--- src/rtl/addr_edge_pkg.sv ---
package addr_edge_pkg;

  // Strobes from control to datapath, valid for one cycle each
  typedef struct packed {
    logic sample;    // capture the watched address bit
    logic tick;      // advance the gap count
    logic clearGap;  // qualifying edge seen: restart the gap
    logic fire;      // qualifying edge with enough gap: emit event
  } edge_ctl_t;

endpackage

--- src/rtl/edge_ctl.sv ---
module edge_ctl
  import addr_edge_pkg::*;
#(
  parameter int ADDR_W    = 16,
  parameter int WATCH_BIT = 12
) (
  input  logic              vidCe,
  input  logic              addrStb,
  input  logic [ADDR_W-1:0] addr,
  input  logic              blkEn,
  input  logic              riseSel,
  input  logic              levelBit,
  input  logic              gapOk,
  output logic              newBit,
  output edge_ctl_t         ctl
);

  logic sampleNow;
  logic risingSeen;
  logic fallingSeen;
  logic qualEdge;

  always_comb begin
    newBit      = addr[WATCH_BIT];
    sampleNow   = blkEn & addrStb;
    risingSeen  = ~levelBit & newBit;
    fallingSeen = levelBit & ~newBit;
    qualEdge    = sampleNow & (riseSel ? risingSeen : fallingSeen);

    ctl.sample   = sampleNow;
    ctl.tick     = blkEn & vidCe;
    ctl.clearGap = qualEdge;
    ctl.fire     = qualEdge & gapOk;
  end

endmodule

--- src/rtl/edge_dp.sv ---
module edge_dp
  import addr_edge_pkg::*;
#(
  parameter int CNT_W   = 8,
  parameter int MIN_GAP = 8
) (
  input  logic      clk,
  input  logic      rstN,
  input  edge_ctl_t ctl,
  input  logic      newBit,
  output logic      levelBit,
  output logic      gapOk,
  output logic      evtPulse
);

  localparam logic [CNT_W-1:0] CNT_MAX = '1;
  localparam logic [CNT_W-1:0] GAP_LIM = CNT_W'(MIN_GAP);

  logic [CNT_W-1:0] gapCnt;

  always_ff @(posedge clk) begin
    if (!rstN) begin
      gapCnt <= '0;
    end else if (ctl.clearGap) begin
      gapCnt <= '0;
    end else if (ctl.tick && (gapCnt != CNT_MAX)) begin
      gapCnt <= gapCnt + CNT_W'(1);
    end
  end

  always_ff @(posedge clk) begin
    if (!rstN) begin
      levelBit <= 1'b0;
    end else if (ctl.sample) begin
      levelBit <= newBit;
    end
  end

  always_ff @(posedge clk) begin
    if (!rstN) begin
      evtPulse <= 1'b0;
    end else begin
      evtPulse <= ctl.fire;
    end
  end

  always_comb gapOk = (gapCnt > GAP_LIM);

  AST_GAP_CLEAR: assert property (@(posedge clk) disable iff (!rstN)
    ctl.clearGap |=> (gapCnt == '0));
  AST_CNT_SATURATE: assert property (@(posedge clk) disable iff (!rstN)
    ((gapCnt == CNT_MAX) && !ctl.clearGap) |=> (gapCnt == CNT_MAX));
  AST_CNT_HOLD: assert property (@(posedge clk) disable iff (!rstN)
    (!ctl.tick && !ctl.clearGap) |=> $stable(gapCnt));
  AST_LEVEL_HOLD: assert property (@(posedge clk) disable iff (!rstN)
    !ctl.sample |=> $stable(levelBit));
  AST_EVT_GAP: assert property (@(posedge clk) disable iff (!rstN)
    evtPulse |-> ($past(gapCnt) > GAP_LIM));

endmodule

--- src/rtl/addr_edge_filter.sv ---
module addr_edge_filter
  import addr_edge_pkg::*;
#(
  parameter int ADDR_W    = 16,
  parameter int WATCH_BIT = 12,
  parameter int CNT_W     = 8,
  parameter int MIN_GAP   = 8
) (
  input  logic              clk,
  input  logic              rstN,
  input  logic              vidCe,
  input  logic              addrStb,
  input  logic [ADDR_W-1:0] addr,
  input  logic              blkEn,
  input  logic              riseSel,
  output logic              evtPulse
);

  edge_ctl_t ctl;
  logic      levelBit;
  logic      gapOk;
  logic      newBit;

  edge_ctl #(
    .ADDR_W   (ADDR_W),
    .WATCH_BIT(WATCH_BIT)
  ) i_ctl (
    .vidCe   (vidCe),
    .addrStb (addrStb),
    .addr    (addr),
    .blkEn   (blkEn),
    .riseSel (riseSel),
    .levelBit(levelBit),
    .gapOk   (gapOk),
    .newBit  (newBit),
    .ctl     (ctl)
  );

  edge_dp #(
    .CNT_W  (CNT_W),
    .MIN_GAP(MIN_GAP)
  ) i_dp (
    .clk     (clk),
    .rstN    (rstN),
    .ctl     (ctl),
    .newBit  (newBit),
    .levelBit(levelBit),
    .gapOk   (gapOk),
    .evtPulse(evtPulse)
  );

  AST_EVT_AFTER_STROBE: assert property (@(posedge clk) disable iff (!rstN)
    evtPulse |-> $past(addrStb && blkEn));
  AST_EVT_SINGLE: assert property (@(posedge clk) disable iff (!rstN)
    evtPulse |=> !evtPulse);
  AST_EVT_POLARITY: assert property (@(posedge clk) disable iff (!rstN)
    evtPulse |-> ($past(addr[WATCH_BIT]) == $past(riseSel)));

endmodule

--- config.mk ---
export PLATFORM = sky130hd
export DESIGN_NAME = addr_edge_filter
export DESIGN_NICKNAME = d
export VERILOG_FILES = /design/src/rtl/addr_edge_pkg.sv /design/src/rtl/edge_ctl.sv /design/src/rtl/edge_dp.sv /design/src/rtl/addr_edge_filter.sv
export SDC_FILE = /design/constraint.sdc
export NUM_CORES = 1
export LEC_CHECK = 0
export BUFFER_PORTS_ARGS = -buffer_cell sky130_fd_sc_hd__buf_2
export CORE_AREA = 10 10 47 49
export CTS_CLUSTER_SIZE = 28
export DETAILED_ROUTE_END_ITERATION = 6
export DIE_AREA = 0 0 57 59
export PLACE_DENSITY_LB_ADDON = 0.2
export SKIP_CTS_REPAIR_TIMING = 1
export SYNTH_ARGS = -nofsm -noshare
export SYNTH_HDL_FRONTEND = slang
export SYNTH_SLANG_ARGS = --single-unit
--- constraint.sdc ---
create_clock -name clk -period 2.6 [get_ports clk]
set_input_delay 0.52 -clock clk [delete_from_list [all_inputs] [get_ports clk]]
set_output_delay 0.52 -clock clk [all_outputs]
set_load 0.005 [all_outputs]
Word level (Yosys, flattened, before mapping):

Cells that the tools add are included.

* muxes and demuxes: 1
* eq/ne operators: 1
* $add $sub $neg: 1
* bitwise logic cells: 9
* $lt $le $gt $ge: 1
* reductions and logical operators: 2

Operator list (count)
* $add 8x1->8 const B: 1
* $gt 8x4->1 const B: 1
* $ne 8x8->1 const B: 1
* $and 1x1->1: 6
* $not 1->1: 3
* $reduce_or 2->1: 1
* $logic_and 1x1->1: 1
* $mux 1: 1

* register bits after elaboration: 10
* bits of input ports: 22
* word-level logic and storage cells: 18

Logic depth before layout (Yosys ltp):

Gate-level depths: netlist (run 1).

* word-level depth: 5
* depth in mapped cells: 5

Hierarchy:

Synthesis (run 1) repeated with hierarchy kept, for this count alone.

* cell total of the unflattened synthesis: 70
* area, all modules: 601.8 sq um

Modules (own cells, without submodules)
* edge_dp: times used 1, area each 533.0 sq um, cells an instance 60
* edge_ctl: times used 1, area each 68.8 sq um, cells an instance 10

Least setup slack after synthesis (run 1):

OpenSTA, ideal clock, no wires.

* path kind: input to register
* from: input addr[12]
* to: register i_dp.gapCnt[6]
* buffers on the path: 0
* data arrival time: 1.228 ns
* required time: 2.471 ns
* stages: 4
* slack: 1.243 ns
* library setup time: 0.129 ns
* path through: or3b_1 > a21o_1 > nand2_2 > a311oi_1

* word-level cells in the longest chain between the ends: 5
* elaborated cells on any way between the ends: 6

RTL lines
* start: declaration: RTL line addr_edge_filter.sv:13 `input logic [ADDR_W-1:0] addr,`
* $not 1->1: RTL line edge_ctl.sv:27 `fallingSeen = levelBit & ~newBit;`
* $and 1x1->1: RTL line edge_ctl.sv:27
* $mux 1 *: RTL line edge_ctl.sv:28 `qualEdge = sampleNow & (riseSel ? risingSeen : fallingSeen);`
* $and 1x1->1 *: RTL line edge_ctl.sv:28
* $reduce_or 2->1 (no source line) *
* end signal: assignment: RTL line edge_dp.sv:27 `gapCnt <= gapCnt + CNT_W'(1);`
* end: declaration: RTL line edge_dp.sv:19 `logic [CNT_W-1:0] gapCnt;`

Every way passes the cells marked *; elsewhere a longest branch is shown, timed or not.
A chain may end at the register's enable or synchronous reset.

Worst setup path in the final report (run 1):

* from: register i_dp.gapCnt[1]
* to: register i_dp.gapCnt[1]

* word-level cells in the longest chain between the ends: 2
* elaborated cells on any way between the ends: 3

RTL lines
* parallel branches: the longest is 2 deep, another holds $add 8x1->8

Parallel ways; which one is timed is not known.

==> flow_summary_export.csv, run 1 <==
group,metric,value,unit
pwr,leakage,0.239,nW
drt,routed_wl,1.07,mm
floorplan,die_h,59,um
yosys,synth_top_area_share,0.390,
timing,worst_pin_slew,285,ps
global_route,grt_pass1_wl,1.70,mm
worst_setup_path,arrival,1500,ps
floorplan,coreArea,1400,um^2
yosys,synth.distinct_cells,26,
layout,drive_gt1_frac,0.194,
place,port-buffer-count,7,
drt,drt_iter0_drc,0,
floorplan,start_util,0.366,
drt,met1_length,491,um
place,dpl.hpwl,802,um
floorplan,fp.dieW,57,um
place,place.gp.congestion,0.760,
drt,top_layer_used,"met4",
worst_setup_path,endpoint_kind,"register",
timing,drv_slew,0,
layout,finalNetCount,93,
clock_tree,clock_sinks,10,
yosys,synth_top_cells_by_area,"dfxtp_1, and4_1, ha_1, mux2i_1, nand3_1",
yosys,seq_area_frac_synth,0.390,
yosys,yosysWarnings,0,
drt,antenna_left,0,
drt,wl_met3,25,um
global_route,grt_antenna_before_repair,0,
pwr,p_per_area,487,nW/um^2
clock_tree,htreeDepth,1,
global_route,grt_start_max_net_pins,8,
worst_setup_path,critPathKind,"register to register",
global_route,track_usage,0.0635,
layout,utilization,0.421,
drt,wl_per_cell,12.9,um
layout,syn2layout_area_growth,15.1,%
timing,layout_setup_ws,1260,ps
timing,rsz0062_at_grt,"no",
timing,fmax,745,MHz
pwr,power,0.288,mW
timing,max_slew_margin,0.808,
global_route,overflow,0,
worst_setup_path,cp.required,2760,ps
clock_tree,clk_pin_slew,70,ps
min_path,min-delay-path-class,"register to register",
timing,hold_viol_final,0,
job,maxCapViolCount,0,
clock_tree,insertion_delay,260,ps
layout,layout_common_cells,"dfxtp_1, buf_2, inv_1, nor2_1, nand3_1",
floorplan,num_io_pins,23,
layout,diodes,0,
timing,fin_crit_sh,0.516,
yosys,netlist_area,513,um^2
drt,dr_wl_met2,531,um
timing,setup_viol,0,
floorplan,die-area,3360,um^2
yosys,synth_fp_nets,81,
timing,tns,0,ps
yosys,synth_cells,57,
pwr,peakVddDrop,0.229,mV
yosys,synth_top_area_cell,"dfxtp_1",
drt,dr_total_vias,458,
yosys,syn_avg_cell_area,9.00,um^2
place,pre_cts_slack,1040,ps
drt,drt_pass1_iterations,1,
worst_setup_path,critPathLaunchType,"register",
clock_tree,cts-root-buf,"clkbuf_4",
drt,avgViaCountPerCell,5.52,
clock_tree,clockBufferDepth,2,
timing,skew,0.958,ps
drt,drcViolationCount,0,
floorplan,rows,14,
global_route,grt_pass1_vias,406,
status,status,"complete, no violations",
timing,layout_min_cycle_time,1340,ps
timing,holdWs,460,ps
worst_setup_path,worstPathMaxFanout,5,
layout,final_common_cell,"dfxtp_1",
clock_tree,cts_tree,"built",
clock_tree,cts_buffers,3,
yosys,ys_seq_elements,10,
[Yosys cell counts]
cell / number
dfxtp_1: 10
inv_1: 5
nor2_1: 5
nand3_1: 4
and4_1: 3
a211oi_1: 2
a21oi_1: 2
ha_1: 2
mux2i_1: 2
nand2_1: 2
nand4_1: 2
o211ai_1: 2
o21ai_0: 2
xor2_1: 2
a21o_1: 1
a311oi_1: 1
a31oi_1: 1
and3_1: 1
nand2_2: 1
nand3b_1: 1
nor2_2: 1
nor4_1: 1
o2111a_1: 1
o211ai_2: 1
or3b_1: 1
xnor2_1: 1
[through the flow]
step           area [um^2]  std cells
3_3_place_gp           568         80
5_1_grt                591         83
4_1_cts                591         83
3_5_place_dp           568         80
2_1_floorplan          513         57
6_report               591         83
[per-layer routing]
| layer | GRT usage | vias up |
|---|---|---|
| met5 | 0 | - |
| met4 | 0.0503 | 0 |
| met3 | 0.0193 | 4 |
| met2 | 0.104 | 5 |
| met1 | 0.0665 | 212 |
| li1 | - | 237 |
[worst max-delay path: stages, from the launching register on]
cell	delay (ps)
dfxtp_1	370
ha_1	190
nand3_1	180
o211ai_2	250
mux2i_1	200
nor2_1	50
[where the power goes]
group	switching, mW	total (mW)	internal, mW
logic	0.0129	0.0230	0.0101
registers	0.00187	0.158	0.156
clock network	0.0533	0.107	0.0535
[path summary, 6_finish.rpt]
check,from,to,slack [ps],cells past startpoint
min,i_dp.levelBit,i_dp.levelBit,460,2
max,i_dp.gapCnt[1],i_dp.gapCnt[1],1260,5
min reg2reg,i_dp.levelBit,i_dp.levelBit,460,2
max reg2reg,i_dp.gapCnt[1],i_dp.gapCnt[1],1260,5
[final cells by class]
type	instances	area [um^2]
well taps	16	20.0
clock buffers	3	22.5
fillers	165	811
multi-input cells	42	294
inverters	5	18.8
flip-flops and latches	10	200
repair buffers	7	35.0
[sequential cells by signal, summed over array words and instances, names as in the netlist]
name           count
i_dp.levelBit      1
i_dp.gapCnt        8
i_dp.evtPulse      1
[cell families after synthesis]
logic type / after synthesis / share of synthesized area
AO/OA/AOI/OAI: 13 / 0.188
XOR/XNOR: 3 / 0.0512
adder cells (fa/ha/maj): 2 / 0.0488
buffers and inverters: 5 / 0.0366
flip-flops: 10 / 0.390
multiplexers: 2 / 0.0390
AND/OR/NAND/NOR: 22 / 0.246
No activity file was read; power rests on OpenSTA's default activity.
==> run 2, diff against run 1 <==
--- a/config.mk
+++ b/config.mk
@@ -6,10 +6,10 @@
 export NUM_CORES = 1
 export LEC_CHECK = 0
 export BUFFER_PORTS_ARGS = -buffer_cell sky130_fd_sc_hd__buf_2
-export CORE_AREA = 10 10 47 49
+export CORE_MARGIN = 10
+export CORE_UTILIZATION = 39
 export CTS_CLUSTER_SIZE = 28
 export DETAILED_ROUTE_END_ITERATION = 6
-export DIE_AREA = 0 0 57 59
 export PLACE_DENSITY_LB_ADDON = 0.2
 export SKIP_CTS_REPAIR_TIMING = 1
 export SYNTH_ARGS = -nofsm -noshare
==> constraint.sdc (replaced) <==
create_clock -name clk -period 1.2 [get_ports clk]
set_input_delay 0.24 -clock clk [delete_from_list [all_inputs] [get_ports clk]]
set_output_delay 0.24 -clock clk [all_outputs]
set_load 0.005 [all_outputs]
==> run 2 against run 1 <==
Compared with the run above: the flow now finishes with violations (setup timing); maximum frequency up 12%; total power up 130%; via count up 9.6%; utilization up 16 points; combinational power rose to 3.1 times the previous value; clock-buffer cell count unchanged; worst setup slack worse by 1300 ps; hold slack worse by 220 ps; clock power up 120%; first-iteration DRC count up 5; sequential share of layout area down 5.7 points; sequential cell count unchanged.
==> flow_summary_export.csv, run 2 (same netlist as run 1, synthesis figures left out) <==
group,metric,value,unit
status,status,"complete, but fails checks",
status,violations,"setup timing",
floorplan,fp.dieW,56.3,um
clock_tree,cts-root-buf,"clkbuf_4",
place,place.gp.congestion,0.798,
drt,drt_pass1_iterations,4,
worst_setup_path,arrival,1360,ps
timing,fmax,833,MHz
global_route,grt_pass1_wl,2.07,mm
layout,largest_reg_flops,8,
clock_tree,clk_pin_slew,70,ps
timing,fin_crit_sh,1.00,
timing,max_slew_margin,0.781,
layout,drive_gt1_frac,0.468,
timing,layout_min_cycle_time,1200,ps
floorplan,die_h,56.3,um
layout,final_common_cell,"buf_4",
place,dpl.hpwl,942,um
floorplan,rows,13,
layout,layout_common_cells,"buf_4, buf_2, inv_1, dfxtp_1, dfxtp_2",
drt,wl_per_cell,13.2,um
global_route,track_usage,0.0788,
worst_setup_path,path_cells,"ha_4 -> and4_4 -> o211ai_1 -> xor2_1 -> nor2_2",
drt,avgViaCountPerCell,5.34,
global_route,grt_antenna_before_repair,0,
clock_tree,cts_buffers,3,
pwr,peakVddDrop,0.457,mV
clock_tree,cts_tree,"built",
worst_setup_path,cp.required,1360,ps
layout,diodes,0,
worst_setup_path,endpoint_kind,"register",
timing,skew,0.845,ps
timing,hold_viol_final,0,
global_route,grt_pass1_vias,523,
drt,drcViolationCount,0,
global_route,grt_start_max_net_pins,8,
worst_setup_path,max_stage_delay,360,ps
pwr,leakage,0.310,nW
layout,regMostFlops,"i_dp.gapCnt",
clock_tree,clock_sinks,10,
drt,routed_wl,1.24,mm
global_route,overflow,0,
worst_setup_path,cp_slowest_cell,"dfxtp_2",
place,dpl_cell_area,651,um^2
floorplan,coreArea,1270,um^2
worst_setup_path,worstPathMaxFanout,4,
drt,antenna_left,0,
drt,drt_iter0_drc,5,
job,maxCapViolCount,0,
timing,layout_setup_ws,-0.717,ps
timing,tns,-0.717,ps
floorplan,num_io_pins,23,
floorplan,start_util,0.404,
timing,setup_viol,1,
layout,syn2layout_area_growth,44.6,%
worst_setup_path,critPathLaunchType,"register",
clock_tree,insertion_delay,270,ps
layout,stdcell_area,742,um^2
pwr,p_per_area,874,nW/um^2
clock_tree,clockBufferDepth,2,
min_path,min-delay-path-class,"input pin to register",
worst_setup_path,critPathKind,"register to register",
timing,drv_slew,0,
floorplan,die-area,3170,um^2
clock_tree,htreeDepth,1,
timing,worst_pin_slew,325,ps
drt,dr_total_vias,502,
place,port-buffer-count,7,
layout,reg.largest.list,"i_dp.gapCnt x8, i_dp.evtPulse x1, i_dp.levelBit x1",
layout,finalNetCount,105,
timing,rsz0062_at_grt,"yes",
run 2: changes by cell type in the layout (fill, tap and decap cells not counted), sizes merged:
cell	previous run	this run
buf	7	19
run 2: power by group:
| part | internal (mW) | switching, mW | leakage (nW) | total, mW |
|---|---|---|---|---|
| logic | 0.0343 | 0.0372 | 0.212 | 0.0715 |
| registers | 0.337 | 0.00526 | 0.0835 | 0.342 |
| clock network | 0.116 | 0.119 | 0.0138 | 0.235 |
run 2: layout make-up:
cell class,count,area [um^2]
Tap cell,15,18.8
Sequential cell,10,209
Fill cell,112,527
Multi-Input combinational cell,42,348
Clock buffer,3,22.5
Inverter,5,18.8
Timing Repair Buffer,19,125
run 2: critical path: cells and delay by family, from the launching register on:
kind	cells	cell delay (ps)
xor gates and xnor gates	1	200
DFF	1	360
AOI/OAI and AO/OA	1	110
adders and majority gates	1	150
and+or+nand+nor	2	280
run 2: path summary, 6_finish.rpt:
| path | cells past startpoint | startpoint | end | slack [ps] |
|---|---|---|---|---|
| max reg2reg | 5 | i_dp.gapCnt[1] | i_dp.gapCnt[4] | -0.7 |
| min | 3 | addrStb | i_dp.levelBit | 240 |
| min reg2reg | 2 | i_dp.gapCnt[4] | i_dp.gapCnt[4] | 530 |
| max | 5 | i_dp.gapCnt[1] | i_dp.gapCnt[4] | -0.7 |
run 2: metal layers:
metal | vias to the layer above | global-route usage | wire [um] | part of all wire
met4 | 0 | 0.0515 | 34 | 0.027
met2 | 8 | 0.127 | 595 | 0.48
met5 | - | 0 | 0 | 0
met1 | 232 | 0.0891 | 581 | 0.47
li1 | 257 | - | - | -
met3 | 5 | 0.0202 | 30 | 0.024
run 2: metrics by stage:
| stage | total power [mW] | worst slack [ps] | hold WS [ps] | util | cells |
|---|---|---|---|---|---|
| floorplan | 0.379 | 10.4 | 372 | - | 57 |
| global placement | 0.408 | -73.4 | 447 | 0.513 | 89 |
| detailed placement | 0.411 | -66.1 | 454 | 0.513 | 89 |
| CTS | 0.647 | -78.3 | 237 | 0.531 | 92 |
| global route | 0.675 | -69.8 | 260 | 0.585 | 94 |
| finish | 0.648 | -0.717 | 237 | 0.585 | 94 |
==> run 3, diff against run 2 <==
--- a/config.mk
+++ b/config.mk
@@ -7,11 +7,12 @@
 export LEC_CHECK = 0
 export BUFFER_PORTS_ARGS = -buffer_cell sky130_fd_sc_hd__buf_2
 export CORE_MARGIN = 10
-export CORE_UTILIZATION = 39
+export CORE_UTILIZATION = 41
 export CTS_CLUSTER_SIZE = 28
 export DETAILED_ROUTE_END_ITERATION = 6
 export PLACE_DENSITY_LB_ADDON = 0.2
 export SKIP_CTS_REPAIR_TIMING = 1
 export SYNTH_ARGS = -nofsm -noshare
 export SYNTH_HDL_FRONTEND = slang
+export SYNTH_HIERARCHICAL = 1
 export SYNTH_SLANG_ARGS = --single-unit
==> run 3 against run 2 <==
Compared with the run above: the flow still finishes with violations (setup timing); hold slack gained 27 ps; sequential power about the same; cell count grew 11%; first-iteration DRC count up 20%; register-to-register slack worse by 120 ps; routed wire length grew 9.3%; global-route usage is 0.55 points lower; worst setup slack lost 120 ps; design area rose by 8.3%; critical path depth is the same.
==> flow_summary_export.csv, run 3 <==
group,metric,value,unit
drt,dr_total_vias,560,
min_path,hp-start,"addr[12]",
yosys,synth_top_area_cell,"dfxtp_1",
layout,regArea,205,um^2
place,port-buffer-count,7,
place,dpl.hpwl,956,um
layout,layout_common_cells,"buf_4, nand2_1, a21oi_1, buf_2, dfxtp_1",
timing,holdWs,264,ps
clock_tree,clk_pin_slew,70,ps
drt,avgViaCountPerCell,5.38,
layout,nFillCells,127,
clock_tree,clock_sinks,10,
layout,finalNetCount,114,
yosys,synth.distinct_cells,30,
global_route,grt_start_max_net_pins,10,
drt,routed_wl,1.36,mm
yosys,ys_top_cells_by_count,"dfxtp_1, nand2_1, a21oi_1",
yosys,yosysMostFrequentCell,"dfxtp_1",
layout,drive_gt1_frac,0.461,
min_path,holdPathStages,3,
job,maxCapViolCount,0,
layout,largest_reg_flops,8,
yosys,synth_top_cells_by_area,"dfxtp_1, mux2i_1, a21oi_1, nand2_1, ha_1",
min_path,hold_end,"i_dp/levelBit",
yosys,seq_area_frac_synth,0.333,
layout,regMostFlops,"i_dp/gapCnt",
timing,layout_setup_ws,-124,ps
pwr,leakage,0.330,nW
worst_setup_path,critPathKind,"register to register",
worst_setup_path,r2r_slack,-120,ps
floorplan,coreArea,1350,um^2
yosys,synth_cells,70,
global_route,grt_pass1_vias,474,
yosys,syn_avg_cell_area,8.60,um^2
yosys,synth_fp_nets,94,
floorplan,num_io_pins,23,
layout,syn2layout_area_growth,33.5,%
worst_setup_path,reg2reg_from,"i_dp/levelBit",
worst_setup_path,r2r-end,"i_dp/gapCnt[4]",
timing,setup_viol,8,
global_route,grt_pass1_wl,1.98,mm
floorplan,fp.dieW,58.3,um
layout,multi_input_area,387,um^2
pwr,peakVddDrop,0.525,mV
layout,final_common_cell,"buf_4",
yosys,async_flop_share,0,
clock_tree,cts_buffers,3,
status,status,"complete, but fails checks",
clock_tree,cts_tree,"built",
floorplan,die-area,3400,um^2
place,dpl_cell_area,689,um^2
yosys,ys_seq_elements,10,
layout,diodes,0,
clock_tree,clockBufferDepth,2,
worst_setup_path,rr_worst_depth,5,
layout,stdcell_area,803,um^2
timing,rsz0062_at_grt,"yes",
timing,layout_min_cycle_time,1320,ps
drt,wl_per_cell,13.0,um
drt,drt_pass1_iterations,4,
yosys,yosysWarnings,6,
timing,worst_pin_slew,391,ps
global_route,overflow,0,
drt,antenna_left,0,
drt,drcViolationCount,0,
pwr,p_per_area,927,nW/um^2
timing,max_slew_margin,0.738,
yosys,netlist_area,602,um^2
global_route,grt_antenna_before_repair,0,
place,place.gp.congestion,0.716,
timing,hold_viol_final,0,
status,violations,"setup timing",
timing,fmax,755,MHz
timing,drv_slew,0,
clock_tree,cts-root-buf,"clkbuf_4",
timing,skew,2.66,ps
clock_tree,insertion_delay,260,ps
yosys,synth_top_area_share,0.333,
layout,reg.largest.list,"i_dp/gapCnt x8, i_dp/evtPulse x1, i_dp/levelBit x1",
clock_tree,htreeDepth,1,
floorplan,start_util,0.446,
timing,fin_crit_sh,1.10,
floorplan,die_h,58.3,um
worst_setup_path,arrival,1480,ps
worst_setup_path,critPathLaunchType,"register",
min_path,min-delay-path-class,"input pin to register",
drt,drt_iter0_drc,6,
global_route,track_usage,0.0734,
layout,utilization,0.595,
worst_setup_path,worstPathMaxFanout,3,
worst_setup_path,cp.required,1360,ps
worst_setup_path,endpoint_kind,"register",
yosys,synth-main-ff-cell,"dfxtp_1",
floorplan,rows,13,
yosys,synth_edf_count,0,
==> run 3: worst max path at each step <==
stage,from,endpoint,cells after the start
after detailed placement,blkEn,i_dp/gapCnt[3],6
after global placement,blkEn,i_dp/gapCnt[3],6
after floorplan,i_dp/levelBit,i_dp/gapCnt[5],7
after global routing,i_dp/levelBit,i_dp/gapCnt[3],5
after CTS,i_dp/levelBit,i_dp/gapCnt[3],5
final,i_dp/levelBit,i_dp/gapCnt[4],5
==> run 3: kinds of logic (layout without fill, tap and decap cells) <==
logic type                 count (synthesis)  count (layout)  share of synthesized area
DFF                                       10              10                      0.333
muxes                                      4               4                     0.0665
AOI/OAI and AO/OA                         18              18                      0.216
and+or+nand+nor                           28              28                      0.262
buffers and inverters                      8              27                     0.0811
adders and majority gates                  2               2                     0.0416
==> run 3: through the flow <==
stage          setup WS, ps  TNS (ps)  total power, mW  instances
4_1_cts                -282     -1480            0.732        100
5_1_grt                -182     -1050            0.788        104
3_3_place_gp           -260     -1600            0.419         96
3_5_place_dp           -358     -2010            0.421         96
2_1_floorplan          -120      -655            0.392         70
6_report               -124      -549            0.745        104
==> run 3: layer usage <==
layer  global-route usage  share of wire  vias up  routed length, um
met5                    0              0        -                  0
met4               0.0101              0        0                  0
met3               0.0472          0.046        0                 63
met2                0.115           0.51       11                696
met1               0.0831           0.44      263                597
li1                     -              -      286                  -
==> run 3: final cells by class <==
cell class | count | area share
clock buffer | 4 | 0.0452
inverter | 3 | 0.0202
sequential | 10 | 0.255
timing repair buffer | 20 | 0.174
multi-input combinational | 52 | 0.481
tap | 15 | 0.0234
==> run 3: where the power goes <==
group	total (mW)	internal [mW]	switching, mW	leakage, nW
sequential	0.342	0.338	0.00403	0.0827
clock	0.299	0.184	0.115	0.0210
combinational	0.103	0.0586	0.0446	0.227
==> run 3: worst max-delay path, cell delays in order, from the launching register on <==
cell      delay [ps]
dfxtp_2          330
or3b_1           390
a21boi_2         190
nand2b_4         160
a2111o_1         110
o21ai_2           50
